===== src/rtl/pwm_ratio_pkg.sv =====
package pwm_ratio_pkg;

  localparam int unsigned PWM_CW_DEFAULT = 8;

  // Classification of the running setting, used by the output stage.
  typedef enum logic [1:0] {
    LVL_LOW  = 2'd0,
    LVL_MOD  = 2'd1,
    LVL_HIGH = 2'd2
  } pwm_level_e;

endpackage


===== src/rtl/pwm_cfg_bank.sv =====
module pwm_cfg_bank #(
  parameter int unsigned CW = pwm_ratio_pkg::PWM_CW_DEFAULT
) (
  input  logic          clk,
  input  logic          rst,
  input  logic          load_i,
  input  logic [CW-1:0] duty_i,
  input  logic [CW-1:0] period_i,
  input  logic          wrap_i,
  output logic [CW-1:0] duty_act_o,
  output logic [CW-1:0] per_act_o
);

  localparam logic [CW-1:0] ONE = CW'(1);

  logic [CW-1:0] duty_stg_q, per_stg_q;
  logic [CW-1:0] duty_src, per_src, per_norm;

  // Staging pair: last load wins.
  always_ff @(posedge clk) begin
    if (rst) begin
      duty_stg_q <= '0;
      per_stg_q  <= ONE;
    end else if (load_i) begin
      duty_stg_q <= duty_i;
      per_stg_q  <= period_i;
    end
  end

  // A load on the wrap edge bypasses staging so it lands at this boundary.
  always_comb begin
    duty_src = load_i ? duty_i   : duty_stg_q;
    per_src  = load_i ? period_i : per_stg_q;
    per_norm = (per_src == '0) ? ONE : per_src;
  end

  always_ff @(posedge clk) begin
    if (rst) begin
      duty_act_o <= '0;
      per_act_o  <= ONE;
    end else if (wrap_i) begin
      duty_act_o <= duty_src;
      per_act_o  <= per_norm;
    end
  end

  // running pair only moves on a boundary edge.
  p_active_hold_r5: assert property (@(posedge clk) disable iff (rst)
    !wrap_i |=> ($stable(duty_act_o) && $stable(per_act_o)));

  // running period is never zero.
  p_period_nonzero_r4: assert property (@(posedge clk) disable iff (rst)
    per_act_o != '0);

endmodule


===== src/rtl/pwm_period_ctr.sv =====
module pwm_period_ctr #(
  parameter int unsigned CW = pwm_ratio_pkg::PWM_CW_DEFAULT
) (
  input  logic          clk,
  input  logic          rst,
  input  logic [CW-1:0] per_act_i,
  output logic [CW-1:0] cnt_o,
  output logic          wrap_o,
  output logic          start_o
);

  localparam logic [CW-1:0] ONE = CW'(1);

  logic [CW-1:0] cnt_q;
  logic          start_q;

  assign wrap_o  = (cnt_q == (per_act_i - ONE));
  assign cnt_o   = cnt_q;
  assign start_o = start_q;

  always_ff @(posedge clk) begin
    if (rst) begin
      cnt_q   <= '0;
      start_q <= 1'b0;
    end else begin
      cnt_q   <= wrap_o ? '0 : (cnt_q + ONE);
      start_q <= wrap_o;
    end
  end

  // count never reaches the running period.
  p_cnt_in_range_r2: assert property (@(posedge clk) disable iff (rst)
    cnt_q < per_act_i);

  // the start marker only appears with the count at zero.
  p_start_at_zero_r2: assert property (@(posedge clk) disable iff (rst)
    start_q |-> (cnt_q == '0));

  // reset clears the counter and the marker.
  p_reset_state_r1: assert property (@(posedge clk)
    rst |=> ((cnt_q == '0) && !start_q));

endmodule


===== src/rtl/pwm_level_stage.sv =====
module pwm_level_stage
  import pwm_ratio_pkg::*;
#(
  parameter int unsigned CW = PWM_CW_DEFAULT
) (
  input  logic          clk,
  input  logic          rst,
  input  logic [CW-1:0] cnt_i,
  input  logic [CW-1:0] duty_act_i,
  input  logic [CW-1:0] per_act_i,
  output logic          pwm_o
);

  pwm_level_e lvl;

  always_comb begin
    if (duty_act_i == '0)              lvl = LVL_LOW;
    else if (duty_act_i >= per_act_i)  lvl = LVL_HIGH;
    else                               lvl = LVL_MOD;
  end

  always_comb begin
    unique case (lvl)
      LVL_LOW:  pwm_o = 1'b0;
      LVL_HIGH: pwm_o = 1'b1;
      default:  pwm_o = (cnt_i < duty_act_i);
    endcase
  end

  // an empty high time never drives the output.
  p_empty_low_r3: assert property (@(posedge clk) disable iff (rst)
    (duty_act_i == '0) |-> !pwm_o);

  // a high time covering the period holds the output high.
  p_full_high_r3: assert property (@(posedge clk) disable iff (rst)
    (duty_act_i >= per_act_i) |-> pwm_o);

  // the last cycle of a period with a partial high time is low.
  p_tail_low_r3: assert property (@(posedge clk) disable iff (rst)
    ((duty_act_i < per_act_i) && (cnt_i == per_act_i - CW'(1))) |-> !pwm_o);

endmodule


===== src/rtl/pwm_ratio_gen.sv =====
module pwm_ratio_gen #(
  parameter int unsigned CW = pwm_ratio_pkg::PWM_CW_DEFAULT
) (
  input  logic          clk,
  input  logic          rst,
  input  logic          load_i,
  input  logic [CW-1:0] duty_i,
  input  logic [CW-1:0] period_i,
  output logic          pwm_o,
  output logic          period_o
);

  logic [CW-1:0] duty_act, per_act, cnt;
  logic          wrap;

  pwm_cfg_bank #(.CW(CW)) cfg_i (
    .clk        (clk),
    .rst        (rst),
    .load_i     (load_i),
    .duty_i     (duty_i),
    .period_i   (period_i),
    .wrap_i     (wrap),
    .duty_act_o (duty_act),
    .per_act_o  (per_act)
  );

  pwm_period_ctr #(.CW(CW)) ctr_i (
    .clk       (clk),
    .rst       (rst),
    .per_act_i (per_act),
    .cnt_o     (cnt),
    .wrap_o    (wrap),
    .start_o   (period_o)
  );

  pwm_level_stage #(.CW(CW)) lvl_i (
    .clk        (clk),
    .rst        (rst),
    .cnt_i      (cnt),
    .duty_act_i (duty_act),
    .per_act_i  (per_act),
    .pwm_o      (pwm_o)
  );

  // a one-clock period marks every cycle.
  p_unit_period_r4: assert property (@(posedge clk) disable iff (rst)
    ((per_act == CW'(1)) && $past(per_act == CW'(1)) && !$past(rst)) |-> period_o);

endmodule


===== config.mk =====
export PLATFORM = sky130hd
export DESIGN_NAME = pwm_ratio_gen
export DESIGN_NICKNAME = d
export VERILOG_FILES = /design/src/rtl/pwm_ratio_pkg.sv /design/src/rtl/pwm_cfg_bank.sv /design/src/rtl/pwm_period_ctr.sv /design/src/rtl/pwm_level_stage.sv /design/src/rtl/pwm_ratio_gen.sv
export SDC_FILE = /design/constraint.sdc
export NUM_CORES = 1
export LEC_CHECK = 0
export BUFFER_PORTS_ARGS = -buffer_cell sky130_fd_sc_hd__buf_4
export CORE_MARGIN = 4
export CORE_UTILIZATION = 45
export CTS_CLUSTER_DIAMETER = 40
export DETAILED_ROUTE_END_ITERATION = 16
export PLACE_DENSITY = 0.7
export SYNTH_ARGS = -nofsm -noshare
export SYNTH_HDL_FRONTEND = slang
export SYNTH_SLANG_ARGS = --single-unit

===== constraint.sdc =====
create_clock -name clk -period 6.75 [get_ports clk]
set_input_delay 0.675 -clock clk [delete_from_list [all_inputs] [get_ports clk]]
set_output_delay 0.675 -clock clk [all_outputs]
set_load 0.01 [all_outputs]

==> flow_summary.ini, run 1 <==
[setup_path]
cp_cell_sequence = ha_1 > a21o_1 > a21oi_1 > o21ai_0 > a31o_2 > a22oi_1 > buf_4
worstSetupPathType = flip-flop to primary output
crit_path_max_incr_delay_ns = 0.44
rr_startpoint = cfg_i.per_act_o[0]
slowest_stage = dfxtp_1
startpoint = ctr_i.cnt_o[4]
endpoint_kind = primary output
required_ns = 6.07
critPathLaunchType = flip-flop
crit_arrival_ns = 2.07
crit_fanout = 5

[routing]
post_drt_wl_per_cell_um = 13.4
ant_nets = 0
dr_total_vias = 1554
drt-pass1-iter-count = 4
remaining_drc_errors = 0
drt-total-wl_um = 4080
drt_iter0_markers = 73
vias_per_cell = 5.11

[power_and_ir_drop]
intPower_uw = 478
p_sw_uw = 240
combinationalPowerShare_pct = 37.2
swShare_pct = 33.4
powerDensity_mw_per_mm2 = 295
clock_power_share_pct = 22.0
seqPwrFrac_pct = 40.8
p_leak_nw = 1.16
vdd_drop_max_v = 0.000148
p_total_uw = 717

[yosys]
ys_seq_elements = 41
synthesis.area_mm2 = 0.00218
async_flop_share_pct = 0
synth_nets = 255
yosysSeqAreaShare_pct = 37.6
netlist-cell-type-count = 39
syn-instance-count = 219
synth_warnings = 0
synth_edf_count = 0
yosys_most_used_dff = dfxtp_1
syn-mean-instance-area_um2 = 9.98

[timing]
max_freq_ghz = 0.364
fin_crit_ns = 2.75
fin_skew_ns = 0.00318
fin_crit_sh_pct = 40.7
maxSlewHeadroom_pct = 72.0
setup_slack_ns = 4.00
slew_violations = 0
tns_ns = 0
tightestPinTransition_ns = 0.415
rsz0062_at_grt = no
setup_violations = 0
final_hold_viol_count = 0

[clocking]
clk_pin_slew_ns = 0.08
cts_root_buf = clkbuf_8
hold_buffers = 0
cts.repair.resized = 0
post_cts_buffers = 0
htreeDepth = 2
cts_sinks = 41
insertion_delay_ns = 0.29
tritoncts = done
clk_path_buf_depth = 2
numCtsBuffers = 5

[min_path]
hold_class = flip-flop to flip-flop
hold_start = cfg_i.duty_stg_q[5]

[final_layout]
stdcell_area_mm2 = 0.00244
final_cell_mix = dfxtp_1 (41), nor2_1 (35), buf_4 (20)
layout.nets = 272
areaGrowthSynthToFinish_pct = 11.5
final_common_cell = dfxtp_1
register_area_um2 = 821
multi_input_area_mm2 = 0.00123
fillers = 444
layout-drive-gt1-share_pct = 19.4
diodes = 0

[global_routing]
use_met1_pct = 20.3
met2_usage_pct = 23.2
grt_use_total_pct = 15.0
grt_overflow = 0
grtUsageMet3_pct = 3.60
grt_pass1_wl_um = 7260
grt_busiest_layer = met2
grt_pass1_vias = 1524
grt_max_degree = 42
antenna_found_initial = 0

[placement]
pre_cts_slack_ns = 4.21
placed_area_mm2 = 0.00235
port_buffers = 20
gp_congestion = 0.804
hpwlAfterDp_um = 3050

[floorplan]
io_pins = 21
core.rowCount = 25
initial_core_util_pct = 46.3
die_area_mm2 = 0.00603
die_y_um = 77.7
die_width_um = 77.7
fp.coreArea_mm2 = 0.00472

[run]
max-cap-violations = 0

[outcome]
outcome = completed
[cell type report]
cell class | count | area share, %
multi-input cells | 152 | 50.7
flip-flops and latches | 41 | 33.7
repair buffers | 20 | 6.16
well taps | 67 | 3.44
clock buffers | 5 | 2.82
inverters | 16 | 2.47
clock inverters | 3 | 0.719
[power by group through the flow]
stage	Clock, mW	Sequential [mW]	Combinational (mW)
floorplan	0	0.290	0.247
global placement	0	0.298	0.266
detailed placement	0	0.298	0.270
CTS	0.166	0.293	0.270
global route	0.179	0.297	0.294
finish	0.158	0.293	0.267
[synth_stat cells, types with 2 or more instances]
library cell / n / area [µm²]
o2111ai_1: 3 / 26.3
nand3_1: 5 / 25.0
a211oi_1: 3 / 22.5
nor2_1: 35 / 131
a21o_1: 4 / 30.0
dfxtp_1: 41 / 821
clkbuf_1: 6 / 22.5
mux2_4: 10 / 150
nor4_1: 5 / 31.3
mux2_2: 5 / 56.3
mux2i_1: 16 / 160
inv_1: 16 / 60.1
nand2b_1: 2 / 12.5
a31oi_1: 2 / 12.5
and3b_1: 7 / 61.3
buf_6: 2 / 22.5
and3_1: 2 / 12.5
xnor2_1: 8 / 70.1
ha_1: 17 / 213
o21ai_0: 2 / 10.0
a21oi_1: 2 / 10.0
xor2_1: 9 / 78.8
[metrics by stage]
stage          std cells  util, %  hold WS [ns]
2_1_floorplan        219        -         0.468
3_3_place_gp         296     49.7         0.501
3_5_place_dp         296     49.7         0.502
4_1_cts              304     51.6         0.522
5_1_grt              304     51.6         0.557
6_report             304     51.6         0.512
[registers in the layout, summed over array words and instances (netlist names)]
name / count
cfg_i.duty_act_o: 8
cfg_i.duty_stg_q: 8
cfg_i.per_act_o: 8
cfg_i.per_stg_q: 8
ctr_i.cnt_o: 8
ctr_i.start_o: 1
[critical path: cells and delay by family (launching register included)]
kind,cells,cell delay (ns)
compound gates,5,0.90
flops,1,0.44
fa+ha+maj,1,0.28
buf+inv,1,0.16
[logic make-up (layout without fill, tap and decap cells)]
group	Yosys count	count (layout)	synth area share [%]
AND/OR/NAND/NOR	65	65	15.7
adder cells (fa/ha/maj)	17	17	9.74
AO/OA/AOI/OAI	22	22	7.50
buffers and inverters	26	44	5.90
flip-flops	41	41	37.6
XOR/XNOR	17	17	6.82
multiplexers	31	31	16.8
[final timing paths]
kind	to	slack (ns)	depth (start not counted)
worst min register to register	cfg_i.duty_stg_q[5]	0.51	2
worst min-delay path	cfg_i.duty_stg_q[5]	0.51	2
worst max-delay path	pwm_o	4.00	7
worst max register to register	cfg_i.per_act_o[3]	4.19	7
[layer usage]
layer | vias to the layer above | part of all wire [%]
li1 | 799 | -
met1 | 722 | 50
met2 | 26 | 45
met3 | 7 | 3.3
met4 | 0 | 1.7
met5 | - | 0
No activity file was read; power rests on OpenSTA's default activity.
==> run 2, diff against run 1 <==
Settings changed: PLACE_DENSITY 0.7 to 0.73.
Clock period 6.75 ns to 2.45 ns, I/O delays scaled along.
==> flow_summary.ini, run 2 (same netlist as run 1, synthesis figures left out) <==
[placement]
hpwlAfterDp_um = 3020
dp.cells = 298
gp_congestion = 0.863
placed_area_mm2 = 0.00236
port_buffers = 20

[timing]
hold_ws_ns = 0.189
max_freq_ghz = 0.422
final_hold_viol_count = 0
tns_ns = 0
fin_crit_ns = 2.37
slew_violations = 0
setup_violations = 0
fin_skew_ns = 0.0104
fin_crit_sh_pct = 96.7
rsz0062_at_grt = no
maxSlewHeadroom_pct = 73.0
tightestPinTransition_ns = 0.401

[routing]
vias_per_cell = 5.25
drt_iter0_markers = 94
drt-total-wl_um = 4410
post_drt_wl_per_cell_um = 14.3
ant_nets = 0
drt-pass1-iter-count = 4
dr_total_vias = 1616
remaining_drc_errors = 0

[setup_path]
path_buf_inv = 1
rr_endpoint = cfg_i.duty_act_o[0]
worstSetupPathType = flip-flop to flip-flop
rr_startpoint = cfg_i.per_act_o[1]
crit_arrival_ns = 2.55
cp_cell_sequence = inv_1 > ha_2 > o21ba_1 > a221oi_2 > a41oi_2 > or4_4 > mux2_4
critPathLaunchType = flip-flop
required_ns = 2.63
cpLargestDelayFamily = simple AND/OR/NAND/NOR gates
slowest_stage = or4_4
rrSetupSlack_ns = 0.08
endpoint_kind = flip-flop
crit_path_max_incr_delay_ns = 0.64
r2r_cells = 7
crit_fanout = 7

[clocking]
hold_buffers = 0
numCtsBuffers = 5
insertion_delay_ns = 0.30
cts_root_buf = clkbuf_8
clk_pin_slew_ns = 0.09
post_cts_buffers = 0
tritoncts = done
clk_path_buf_depth = 2
cts_sinks = 41
htreeDepth = 2

[floorplan]
die_area_mm2 = 0.00603
initial_core_util_pct = 46.3
io_pins = 21
fp.coreArea_mm2 = 0.00472
die_width_um = 77.7
core.rowCount = 25
die_y_um = 77.7

[global_routing]
grt_use_total_pct = 15.1
grt_max_degree = 42
grt_pass1_vias = 1546
antenna_found_initial = 0
grt_pass1_wl_um = 7310
grt_overflow = 0

[run]
max-cap-violations = 0

[final_layout]
final_cells = 308
final_common_cell = dfxtp_1
layout-drive-gt1-share_pct = 22.8
diodes = 0
fillers = 445
stdcell_area_mm2 = 0.00250
final_cell_mix = dfxtp_1 (39), nor2_1 (35), buf_4 (22)
layout.nets = 276
areaGrowthSynthToFinish_pct = 14.3

[power_and_ir_drop]
powerDensity_mw_per_mm2 = 847
p_total_mw = 2.11
p_leak_nw = 1.18
vdd_drop_max_v = 0.000480

[min_path]
hold_class = input pin to flip-flop
hold_depth = 2
hold_start = period_i[0]
min_to = cfg_i.per_stg_q[0]

[outcome]
outcome = completed
==> run 2: layer usage <==
layer | track usage [%] | part of all wire (%) | vias to the layer above
met5 | 0 | 0 | -
met4 | 5.34 | 1.6 | 0
met3 | 3.48 | 5.9 | 8
met2 | 26.0 | 49 | 47
met1 | 18.4 | 44 | 751
li1 | - | - | 810
==> run 2: timing repair <==
item	CTS	global route
gates resized for setup	0	8
gates cloned	0	2
pin swaps	1	1
endpoints found under the setup margin	15	17
==> run 2: layout make-up <==
cell class	count	area (µm²)	share of cell area [%]
multi-input cells	154	1270	51.0
clock buffers	5	68.8	2.76
flip-flops and latches	41	823	33.0
well taps	67	83.8	3.36
repair buffers	22	165	6.62
clock inverters	3	21.3	0.852
inverters	16	60.1	2.41
==> run 2: through the flow <==
stage               utilization, %  setup slack, ns
global placement              50.1           0.0997
global route                  52.8           0.0164
finish                        52.8           0.0804
floorplan                        -           0.0744
CTS                           52.0           0.0124
detailed placement            50.1           0.0175
==> run 2: worst max-delay path by stage <==
stage | end | from | slack [ns] | cells after the start
after floorplan | cfg_i.duty_act_o[0] | cfg_i.per_act_o[0] | 0.07 | 9
after global placement | cfg_i.duty_act_o[2] | cfg_i.per_act_o[1] | 0.1 | 7
after detailed placement | cfg_i.duty_act_o[0] | cfg_i.per_act_o[1] | 0.02 | 7
after CTS | cfg_i.duty_act_o[0] | cfg_i.per_act_o[1] | 0.01 | 7
after global routing | cfg_i.duty_act_o[7] | cfg_i.per_act_o[1] | 0.02 | 7
final | cfg_i.duty_act_o[0] | cfg_i.per_act_o[1] | 0.08 | 7
==> run 2: where the power goes <==
group / leakage [nW] / internal, mW / total (mW) / switching, mW
Combinational: 0.795 / 0.429 / 0.858 / 0.428
Clock: 0.0445 / 0.202 / 0.451 / 0.249
Sequential: 0.337 / 0.740 / 0.805 / 0.0650
